$ cat src/rtl/anc_ins_pkg.sv
package anc_ins_pkg;
  localparam int unsigned VID_W_DEF  = 10;
  localparam int unsigned LINE_W_DEF = 11;
  localparam logic [1:0]  MODE_BYP   = 2'b11;

  typedef enum logic [2:0] {
    ARM_IDLE,
    ARM_PEND,
    ARM_ON,
    ARM_BYP,
    ARM_WAIT
  } arm_st_t;
endpackage

$ cat src/rtl/anc_arm_ctrl.sv
module anc_arm_ctrl
  import anc_ins_pkg::*;
#(
  parameter int unsigned REARM_CYC = 2200
) (
  input  logic       clk_i,
  input  logic       rst_ni,
  input  logic       ins_en_i,
  input  logic       sof_i,
  input  logic [1:0] mode_i,
  output logic       armed_o
);
  localparam int unsigned CNT_W = $clog2(REARM_CYC + 1);
  localparam logic [CNT_W-1:0] CNT_LAST = CNT_W'(REARM_CYC - 1);

  arm_st_t          st_q, st_d;
  logic [CNT_W-1:0] cnt_q, cnt_d;
  logic             byp;

  assign byp = (mode_i == MODE_BYP);

  always_comb begin
    st_d  = st_q;
    cnt_d = cnt_q;
    unique case (st_q)
      ARM_IDLE: if (byp) st_d = ARM_BYP; else if (ins_en_i) st_d = ARM_PEND;
      ARM_PEND: if (byp) st_d = ARM_BYP; else if (sof_i) st_d = ARM_ON;
      ARM_ON:   if (byp) st_d = ARM_BYP;
      ARM_BYP:  if (!byp) begin st_d = ARM_WAIT; cnt_d = '0; end
      ARM_WAIT: begin
        if (byp) st_d = ARM_BYP;
        else if (cnt_q == CNT_LAST) st_d = ins_en_i ? ARM_ON : ARM_IDLE;
        else cnt_d = cnt_q + 1'b1;
      end
      default:  st_d = ARM_IDLE;
    endcase
  end

  always_ff @(posedge clk_i or negedge rst_ni) begin
    if (!rst_ni) begin
      st_q  <= ARM_IDLE;
      cnt_q <= '0;
    end else begin
      st_q  <= st_d;
      cnt_q <= cnt_d;
    end
  end

  assign armed_o = (st_q == ARM_ON);

  AST_BYP_DISARM: assert property (@(posedge clk_i) disable iff (!rst_ni)
    (mode_i == MODE_BYP) |=> !armed_o);
  AST_EN_DROP_HOLD: assert property (@(posedge clk_i) disable iff (!rst_ni)
    (armed_o && mode_i != MODE_BYP) |=> armed_o);
  AST_ARM_SRC: assert property (@(posedge clk_i) disable iff (!rst_ni)
    $rose(armed_o) |-> ($past(sof_i) || $past(st_q == ARM_WAIT)));
  AST_WAIT_LEN: assert property (@(posedge clk_i) disable iff (!rst_ni)
    ($rose(armed_o) && $past(st_q == ARM_WAIT)) |-> ($past(cnt_q) == CNT_LAST));
endmodule

$ cat src/rtl/anc_line_match.sv
module anc_line_match #(
  parameter int unsigned LINE_W    = 11,
  parameter int unsigned NUM_SLOTS = 2
) (
  input  logic [LINE_W-1:0] line_i,
  input  logic [LINE_W-1:0] slot_line_i [NUM_SLOTS],
  output logic              hit_o
);
  logic [NUM_SLOTS-1:0] slot_hit;

  for (genvar s = 0; s < NUM_SLOTS; s++) begin : g_slot
    // zero marks an unused slot
    assign slot_hit[s] = (slot_line_i[s] != '0) && (slot_line_i[s] == line_i);
  end

  assign hit_o = |slot_hit;
endmodule

$ cat src/rtl/anc_ins_engine.sv
module anc_ins_engine #(
  parameter int unsigned VID_W = 10,
  parameter int unsigned LEN_W = 8
) (
  input  logic             clk_i,
  input  logic             rst_ni,
  input  logic             armed_i,
  input  logic             hit_i,
  input  logic             hblank_i,
  input  logic [VID_W-1:0] vid_i,
  input  logic             buf_empty_i,
  input  logic [LEN_W-1:0] buf_len_i,
  input  logic [VID_W-1:0] buf_data_i,
  output logic             buf_rd_o,
  output logic [VID_W-1:0] vid_o,
  output logic             overflow_o
);
  localparam logic [LEN_W-1:0] ONE = LEN_W'(1);

  logic             hb_q, run_q, ovf_q;
  logic [LEN_W-1:0] rem_q;
  logic [VID_W-1:0] vid_q;
  logic             blank_rise, start, cont, rd;

  assign blank_rise = hblank_i & ~hb_q;
  assign start      = armed_i & blank_rise & hit_i & ~buf_empty_i & (buf_len_i != '0);
  assign cont       = armed_i & run_q & hblank_i;
  assign rd         = start | cont;

  always_ff @(posedge clk_i or negedge rst_ni) begin
    if (!rst_ni) begin
      hb_q  <= 1'b1;  // no start in a blanking already running at reset
      run_q <= 1'b0;
      rem_q <= '0;
      ovf_q <= 1'b0;
      vid_q <= '0;
    end else begin
      hb_q  <= hblank_i;
      vid_q <= rd ? buf_data_i : vid_i;
      ovf_q <= 1'b0;
      if (!armed_i) begin
        run_q <= 1'b0;
      end else if (start) begin
        run_q <= (buf_len_i > ONE);
        rem_q <= buf_len_i - ONE;
      end else if (run_q) begin
        if (!hblank_i) begin
          run_q <= 1'b0;
          ovf_q <= 1'b1;
        end else begin
          rem_q <= rem_q - ONE;
          if (rem_q == ONE) run_q <= 1'b0;
        end
      end
    end
  end

  assign buf_rd_o   = rd;
  assign vid_o      = vid_q;
  assign overflow_o = ovf_q;

  AST_RD_IN_BLANK: assert property (@(posedge clk_i) disable iff (!rst_ni)
    buf_rd_o |-> (hblank_i && armed_i));
  AST_OVF_PULSE: assert property (@(posedge clk_i) disable iff (!rst_ni)
    overflow_o |=> !overflow_o);
  AST_PASS_LAT: assert property (@(posedge clk_i) disable iff (!rst_ni)
    !buf_rd_o |=> (vid_o == $past(vid_i)));
  AST_INS_WORD: assert property (@(posedge clk_i) disable iff (!rst_ni)
    buf_rd_o |=> (vid_o == $past(buf_data_i)));
endmodule

$ cat src/rtl/anc_line_inserter.sv
module anc_line_inserter
  import anc_ins_pkg::*;
#(
  parameter int unsigned VID_W     = VID_W_DEF,
  parameter int unsigned LINE_W    = LINE_W_DEF,
  parameter int unsigned LEN_W     = 8,
  parameter int unsigned REARM_CYC = 2200
) (
  input  logic              clk_i,
  input  logic              rst_ni,
  input  logic [VID_W-1:0]  vid_i,
  input  logic [LINE_W-1:0] line_i,
  input  logic              sof_i,
  input  logic              hblank_i,
  input  logic              ins_en_i,
  input  logic [LINE_W-1:0] line_a_i,
  input  logic [LINE_W-1:0] line_b_i,
  input  logic [1:0]        mode_i,
  input  logic              buf_empty_i,
  input  logic [LEN_W-1:0]  buf_len_i,
  input  logic [VID_W-1:0]  buf_data_i,
  output logic              buf_rd_o,
  output logic [VID_W-1:0]  vid_o,
  output logic              overflow_o
);
  localparam int unsigned NUM_SLOTS = 2;

  logic              armed, hit;
  logic [LINE_W-1:0] slots [NUM_SLOTS];

  assign slots[0] = line_a_i;
  assign slots[1] = line_b_i;

  anc_arm_ctrl #(.REARM_CYC(REARM_CYC)) u_arm (
    .clk_i    (clk_i),
    .rst_ni   (rst_ni),
    .ins_en_i (ins_en_i),
    .sof_i    (sof_i),
    .mode_i   (mode_i),
    .armed_o  (armed)
  );

  anc_line_match #(.LINE_W(LINE_W), .NUM_SLOTS(NUM_SLOTS)) u_match (
    .line_i      (line_i),
    .slot_line_i (slots),
    .hit_o       (hit)
  );

  anc_ins_engine #(.VID_W(VID_W), .LEN_W(LEN_W)) u_eng (
    .clk_i       (clk_i),
    .rst_ni      (rst_ni),
    .armed_i     (armed),
    .hit_i       (hit),
    .hblank_i    (hblank_i),
    .vid_i       (vid_i),
    .buf_empty_i (buf_empty_i),
    .buf_len_i   (buf_len_i),
    .buf_data_i  (buf_data_i),
    .buf_rd_o    (buf_rd_o),
    .vid_o       (vid_o),
    .overflow_o  (overflow_o)
  );

  AST_ZERO_LINE: assert property (@(posedge clk_i) disable iff (!rst_ni)
    (line_i == '0 && hblank_i) |-> !buf_rd_o);
  AST_BYP_NO_RD: assert property (@(posedge clk_i) disable iff (!rst_ni)
    (mode_i == MODE_BYP) |=> (!buf_rd_o || mode_i != MODE_BYP));
endmodule

$ cat config.mk
export PLATFORM = sky130hd
export DESIGN_NAME = anc_line_inserter
export DESIGN_NICKNAME = d
export VERILOG_FILES = /design/src/rtl/anc_ins_pkg.sv /design/src/rtl/anc_arm_ctrl.sv /design/src/rtl/anc_line_match.sv /design/src/rtl/anc_ins_engine.sv /design/src/rtl/anc_line_inserter.sv
export SDC_FILE = /design/constraint.sdc
export NUM_CORES = 1
export LEC_CHECK = 0
export BUFFER_PORTS_ARGS = -buffer_cell sky130_fd_sc_hd__buf_2
export CAP_MARGIN = 10
export CORE_MARGIN = 3
export CORE_UTILIZATION = 45
export CTS_CLUSTER_DIAMETER = 100
export CTS_CLUSTER_SIZE = 25
export DETAILED_ROUTE_END_ITERATION = 10
export PLACE_DENSITY = 0.76
export SLEW_MARGIN = 30
export SYNTH_ARGS = -nofsm -noshare
export SYNTH_HDL_FRONTEND = slang
export SYNTH_HIERARCHICAL = 1
export SYNTH_SLANG_ARGS = --single-unit
$ cat constraint.sdc
create_clock -name clk_i -period 2.3 [get_ports clk_i]
set_input_delay 0.575 -clock clk_i [delete_from_list [all_inputs] [get_ports clk_i]]
set_output_delay 0.575 -clock clk_i [all_outputs]
set_load 0.005 [all_outputs]
Word level (Yosys, flattened, before mapping)
Cells that the tools add are included.
{"block": "totals", "reg_bits": 36, "inputBits": 69, "output_inout_bits": 12, "elab_cells": 77}
{"block": "op_classes", "n_addsub": 3, "magnitude_cmp": 1, "eq_ne": 16, "muxes": 27, "n_bitwise": 10, "reduce_logical": 13}
{"operator": "two-way mux 12 bit", "n": 3}
{"operator": "two-way mux 3 bit", "n": 8}
{"operator": "two-way mux 8 bit", "n": 3}
{"operator": "one-hot mux 12 bit (2 select lines)", "n": 1}
{"operator": "== test 11 bit", "n": 2}
{"operator": "nonzero test 11 bit", "n": 2}
{"operator": "subtractor 8 x 1 -> 8 bit, second input constant", "n": 2}
{"operator": "one-hot mux 3 bit (5 select lines)", "n": 1}
{"operator": "adder 12 x 1 -> 12 bit, second input constant", "n": 1}
{"operator": "== test 12 bit, second input constant", "n": 1}
{"operator": "two-way mux 10 bit", "n": 1}
{"operator": "two-way mux 1 bit", "n": 9}
{"operator": "== test 8 x 1 -> 1 bit, second input constant", "n": 1}
{"operator": "greater-than comparator 8 x 1 -> 1 bit, second input constant", "n": 1}
{"operator": "inequality test 2 bit, second input constant", "n": 4}
{"operator": "nonzero test 8 bit", "n": 1}
{"operator": "AND 1 bit", "n": 7}
{"operator": "== test 3 x 2 -> 1 bit, second input constant", "n": 2}
{"operator": "inequality test 3 x 2 -> 1 bit, second input constant", "n": 2}
{"operator": "nonzero test 2 bit", "n": 3}
{"operator": "AND reduction 5 bit", "n": 1}
{"operator": "AND reduction 4 bit", "n": 1}
{"operator": "== test 3 x 1 -> 1 bit, second input constant", "n": 1}
{"operator": "== test 3 bit, second input constant", "n": 1}
{"operator": "9 further kinds", "n": 11}

Depth between registers and ports, before layout
{"block": "depth", "ltp_word": 8, "mapped_depth": 9, "ltp_nobuf": 8}

By module
The synthesis kept the hierarchy.
{"mod": "anc_ins_engine", "instances": 1, "cells_per_inst": 99, "area_per_inst_um2": 1139.8, "seq_area_each_um2": 526.8}
{"mod": "anc_arm_ctrl", "instances": 1, "cells_per_inst": 93, "area_per_inst_um2": 869.6, "seq_area_each_um2": 375.4}
{"mod": "anc_line_match", "instances": 1, "cells_per_inst": 39, "area_per_inst_um2": 301.5, "seq_area_each_um2": 0.0}

Worst setup path after synthesis
Ideal clock, no wire load.
{"block": "synth_path", "kind": "in2out", "from": "input line_a_i[9]", "to": "output buf_rd_o", "t_arrival_ns": 1.765, "t_required_ns": 1.725, "setup_slack_ns": -0.040, "path_stages": 9, "n_path_buf": 1, "cell_sequence": "xor2_1 -> nor4_2 -> nand3_1 -> o21ai_1 -> nand4b_1 -> nor2_1 -> a21oi_2 -> buf_6 -> inv_1"}
{"block": "synth_between", "elab_chain_cells": 7, "word_cells_on_any_way": 8, "cone_classes": "1 x eq/ne; 4 x bitwise; 3 x reduce/logical"}
{"element": "start, declared", "line_no": "anc_line_inserter.sv:16", "source": "input logic [LINE_W-1:0] line_a_i,"}
{"element": "== test 11 bit / nonzero test 11 bit (equally long branches)", "line_no": "anc_line_match.sv:13", "source": "assign slot_hit[s] = (slot_line_i[s] != '0) && (slot_line_i[s] == line_i);"}
{"element": "logical AND 1 bit (*)", "line_no": "anc_line_match.sv:13"}
{"element": "OR reduction 2 bit (*)", "line_no": "anc_line_match.sv:16", "source": "assign hit_o = |slot_hit;"}
{"element": "net hit", "line_no": "anc_line_inserter.sv:28", "source": "logic armed, hit;"}
{"element": "AND 1 bit (*) (3 in a row)", "line_no": "anc_ins_engine.sv:26", "source": "assign start = armed_i & blank_rise & hit_i & ~buf_empty_i & (buf_len_i != '0);"}
{"element": "OR 1 bit (*)", "line_no": "anc_ins_engine.sv:28", "source": "assign rd = start | cont;"}
{"element": "end, declared", "line_no": "anc_line_inserter.sv:22", "source": "output logic buf_rd_o,"}
Mark *: on every way through the listed nets, which the timed path passes. The rest lies on a longest branch.

Final worst setup path
{"block": "layout_path", "from": "input line_i[4]", "to": "output buf_rd_o"}
{"block": "layout_between", "elab_chain_cells": 7, "word_cells_on_any_way": 9, "cone_classes": "2 x eq/ne; 4 x bitwise; 3 x reduce/logical"}
{"element": "start, declared", "line_no": "anc_line_inserter.sv:12", "source": "input logic [LINE_W-1:0] line_i,"}
{"element": "== test 11 bit", "line_no": "anc_line_match.sv:13"}
{"element": "logical AND 1 bit", "line_no": "anc_line_match.sv:13"}
{"element": "OR reduction 2 bit (*)", "line_no": "anc_line_match.sv:16"}
{"element": "net hit", "line_no": "anc_line_inserter.sv:28"}
{"element": "AND 1 bit (*) (3 in a row)", "line_no": "anc_ins_engine.sv:26"}
{"element": "OR 1 bit (*)", "line_no": "anc_ins_engine.sv:28"}
Marks and branches as above.

==> metrics <==
run status=finished, violations left; violated checks=setup timing; port bufs=80; clk buf depth=2; worst r2r src=u_arm/st_q[2]; crit path launch=line_i[4]; Fin. Hold Viols=0; Final #Nets=~400; synthesized area=2310 um^2; Top FF cell, synth=dfrtp_1; WL final=roughly 5400 um; final core utilization=0.634; DR WL/cell=between 10 and 15 um; Worst Path Arrival=1.89 ns; Syn Nets=between 300 and 400; final setup violation count=1; CTS Hold Bufs=0; Multi-input gate area=1370 um^2; Post-Syn Area per Cell=about 10 um^2; Setup crit start kind=primary input; Post-synth ARST share=1.00; die area=around 6000 um^2; worst setup path end=buf_rd_o; RSZ-0062 raised after global routing=yes; Yosys top cell by area=dfrtp_1; r2r endpoint=u_eng/vid_o[5]; VDD IR max=slightly above 0.0004 V; first-pass GRT wire length=around 9000 um; Worst R2R Path Depth=6; layout cells sized above 1=0.382; routed via count=2,073; yosys warns=6; dpl hpwl=~4200 um; setup TNS=-0.169 ns; r2r setup slk=between 0.3 and 0.4 ns; Period minus WS final=roughly 2.5 ns; period utilization=1.07; initial antenna violation count=0; # DRC=0; register bit total from synthesis=36; most frequent cell after synthesis=dfrtp_1; Die H=just under 80 um; routability congestion estimate=between 0.8 and 0.9; Post-synth EDFFs=0; Remaining Overflow, GRT=0; Register Area=between 900 and 1000 um^2; CP Max Fanout=2; CTS tree=yes; H-tree depth=2; actual slew at the worst max-slew pin=about 0.78 ns; area fraction of the dominant cell type after synthesis=0.379; Max Slew Vio Count=0; Clock transition at path regs=approximately 0.080 ns; Post-Synthesis Cells=roughly 230; CTS buffer count=5; f_max=a little over 0.4 GHz; critical path type=primary input to output port; ant diodes=0; antenna-violating nets left=0; Slew HR=0.479; layout-stage area growth over the synthesis result=32.9%; cell row count=25; Yosys cell types=48; CTS Sinks=36; first-pass iteration count of the detailed router=4; commonest cells in the netlist=dfrtp_1 (35), xor2_1 (27), nand3_1 (13); Critical Path RT=roughly 1.7 ns; class of the worst hold path=primary input to asynchronous set/reset pin; clk_skew=between 0.005 and 0.006 ns; largest net degree at the start of global routing=37; leakage=between 1 and 1.5 nW; final worst setup slack=-0.169 ns; register area share after synthesis=0.390; kind of end point of the critical path=output port; I/O pins=between 80 and 90; Pwr Density=roughly 630 nW/um^2; Max Cap Viol=0; Clk Latency, worst-skew pair=approximately 0.29 ns; vias in the first global route=slightly above 2k; DRT iter0 DRCs=180; Starting Density=0.477; Die X=between 70 and 80 um; Layout fillers=405; routed vias/inst=5.29; top area cells in the synthesized netlist=dfrtp_1 (38%), xor2_1 (10%), mux2_2 (4.9%), mux2i_1 (3.9%), xnor2_1 (3.8%); Root Buffer=clkbuf_8; core region area=about 4800 um^2; total global routing track utilization=0.185
[how the worst min path moves through the flow]
stage / start / to / slack, ns / depth (start not counted)
2_1_floorplan: rst_ni / u_arm/cnt_q[0] / 0.28 / 0
3_3_place_gp: u_arm/cnt_q[3] / u_arm/cnt_q[3] / 0.51 / 1
3_5_place_dp: u_arm/cnt_q[3] / u_arm/cnt_q[3] / 0.52 / 1
4_1_cts: rst_ni / u_arm/st_q[0] / 0.39 / 1
5_1_grt: hblank_i / u_eng/hb_q / 0.42 / 1
6_report: rst_ni / u_arm/st_q[0] / 0.36 / 1
[worst max-delay path, cell delays in order]
cell and delay [ns]:
buf_8 0.10, buf_4 0.12, xor2_1 0.15, nor4_1 0.20, nand4_1 0.17, o21ai_2 0.09, nand4b_1 0.11, nor2_2 0.14
a21oi_2 0.08, inv_1 0.05, buf_2 0.10
[layout make-up]
class                   count  share of cell area
clock buffers               5              0.0224
clock inverters             3              0.0293
inverters                   7             0.00855
multi-input cells         182               0.446
flip-flops and latches     36               0.294
well taps                  67              0.0273
repair buffers             92               0.172
[flip-flops by register name, indices dropped and copies added (netlist names)]
| register | cells |
|---|---|
| u_arm/cnt_q | 12 |
| u_eng/vid_o | 10 |
| u_eng/rem_q | 8 |
| u_arm/st_q | 3 |
| u_eng/hb_q | 1 |
| u_eng/overflow_o | 1 |
| u_eng/run_q | 1 |
[power breakdown]
part	leakage [nW]	switching, W	internal, W
Clock	0.0784	0.000231	0.000542
Combinational	0.908	0.000226	0.000198
Sequential	0.471	0.0000522	0.000682
[stage by stage]
stage          worst slack [ns]  std cells  power (W)  hold slack, ns  instance area (um^2)
6_report                 -0.169        392    0.00193           0.363                  3070
5_1_grt                  -0.327        392    0.00204           0.425                  3070
2_1_floorplan           0.00709        231   0.000987           0.279                  2310
3_3_place_gp             -0.167        382    0.00115           0.513                  2840
4_1_cts                  -0.176        392    0.00194           0.388                  3040
3_5_place_dp             -0.211        382    0.00116           0.520                  2840
[metal layers]
metal	track usage	vias to the layer above	wire [um]
met5	0	-	0
li1	-	1024	-
met3	0.0325	5	211
met2	0.334	48	2970
met1	0.224	996	2210
met4	0.0552	0	45
[repair_timing]
action / CTS / global route
buffers inserted: 2 / 0
gates resized for setup: 6 / 7
pin swaps: 7 / 6
endpoints found under the setup margin: 1 / 1
[cells in the final DEF, fill, tap and decap left out, drive strengths merged, types with 2 or more instances in the layout]
master,instances
a21oi,12
bufinv,3
mux2,10
clkbuf,5
and4,2
buf,92
o21ai,7
nand2b,2
o31ai,3
dfrtp,35
xnor2,10
nor4,10
inv,7
nor3,10
nand2,14
mux2i,9
nand4b,2
and3,4
nor3b,2
nand3,15
ha,6
xor2,27
o211ai,2
nor2,12
nand4,4
or3,4
or4,3
[cell families after synthesis]
group	count (synthesis)	share of synthesized area
AO/OA/AOI/OAI	30	0.0828
multiplexers	19	0.0877
AND/OR/NAND/NOR	90	0.241
adder cells (fa/ha/maj)	6	0.0325
buffers and inverters	13	0.0254
flip-flops	36	0.390
XOR/XNOR	37	0.140
No activity file was read; power rests on OpenSTA's default activity.
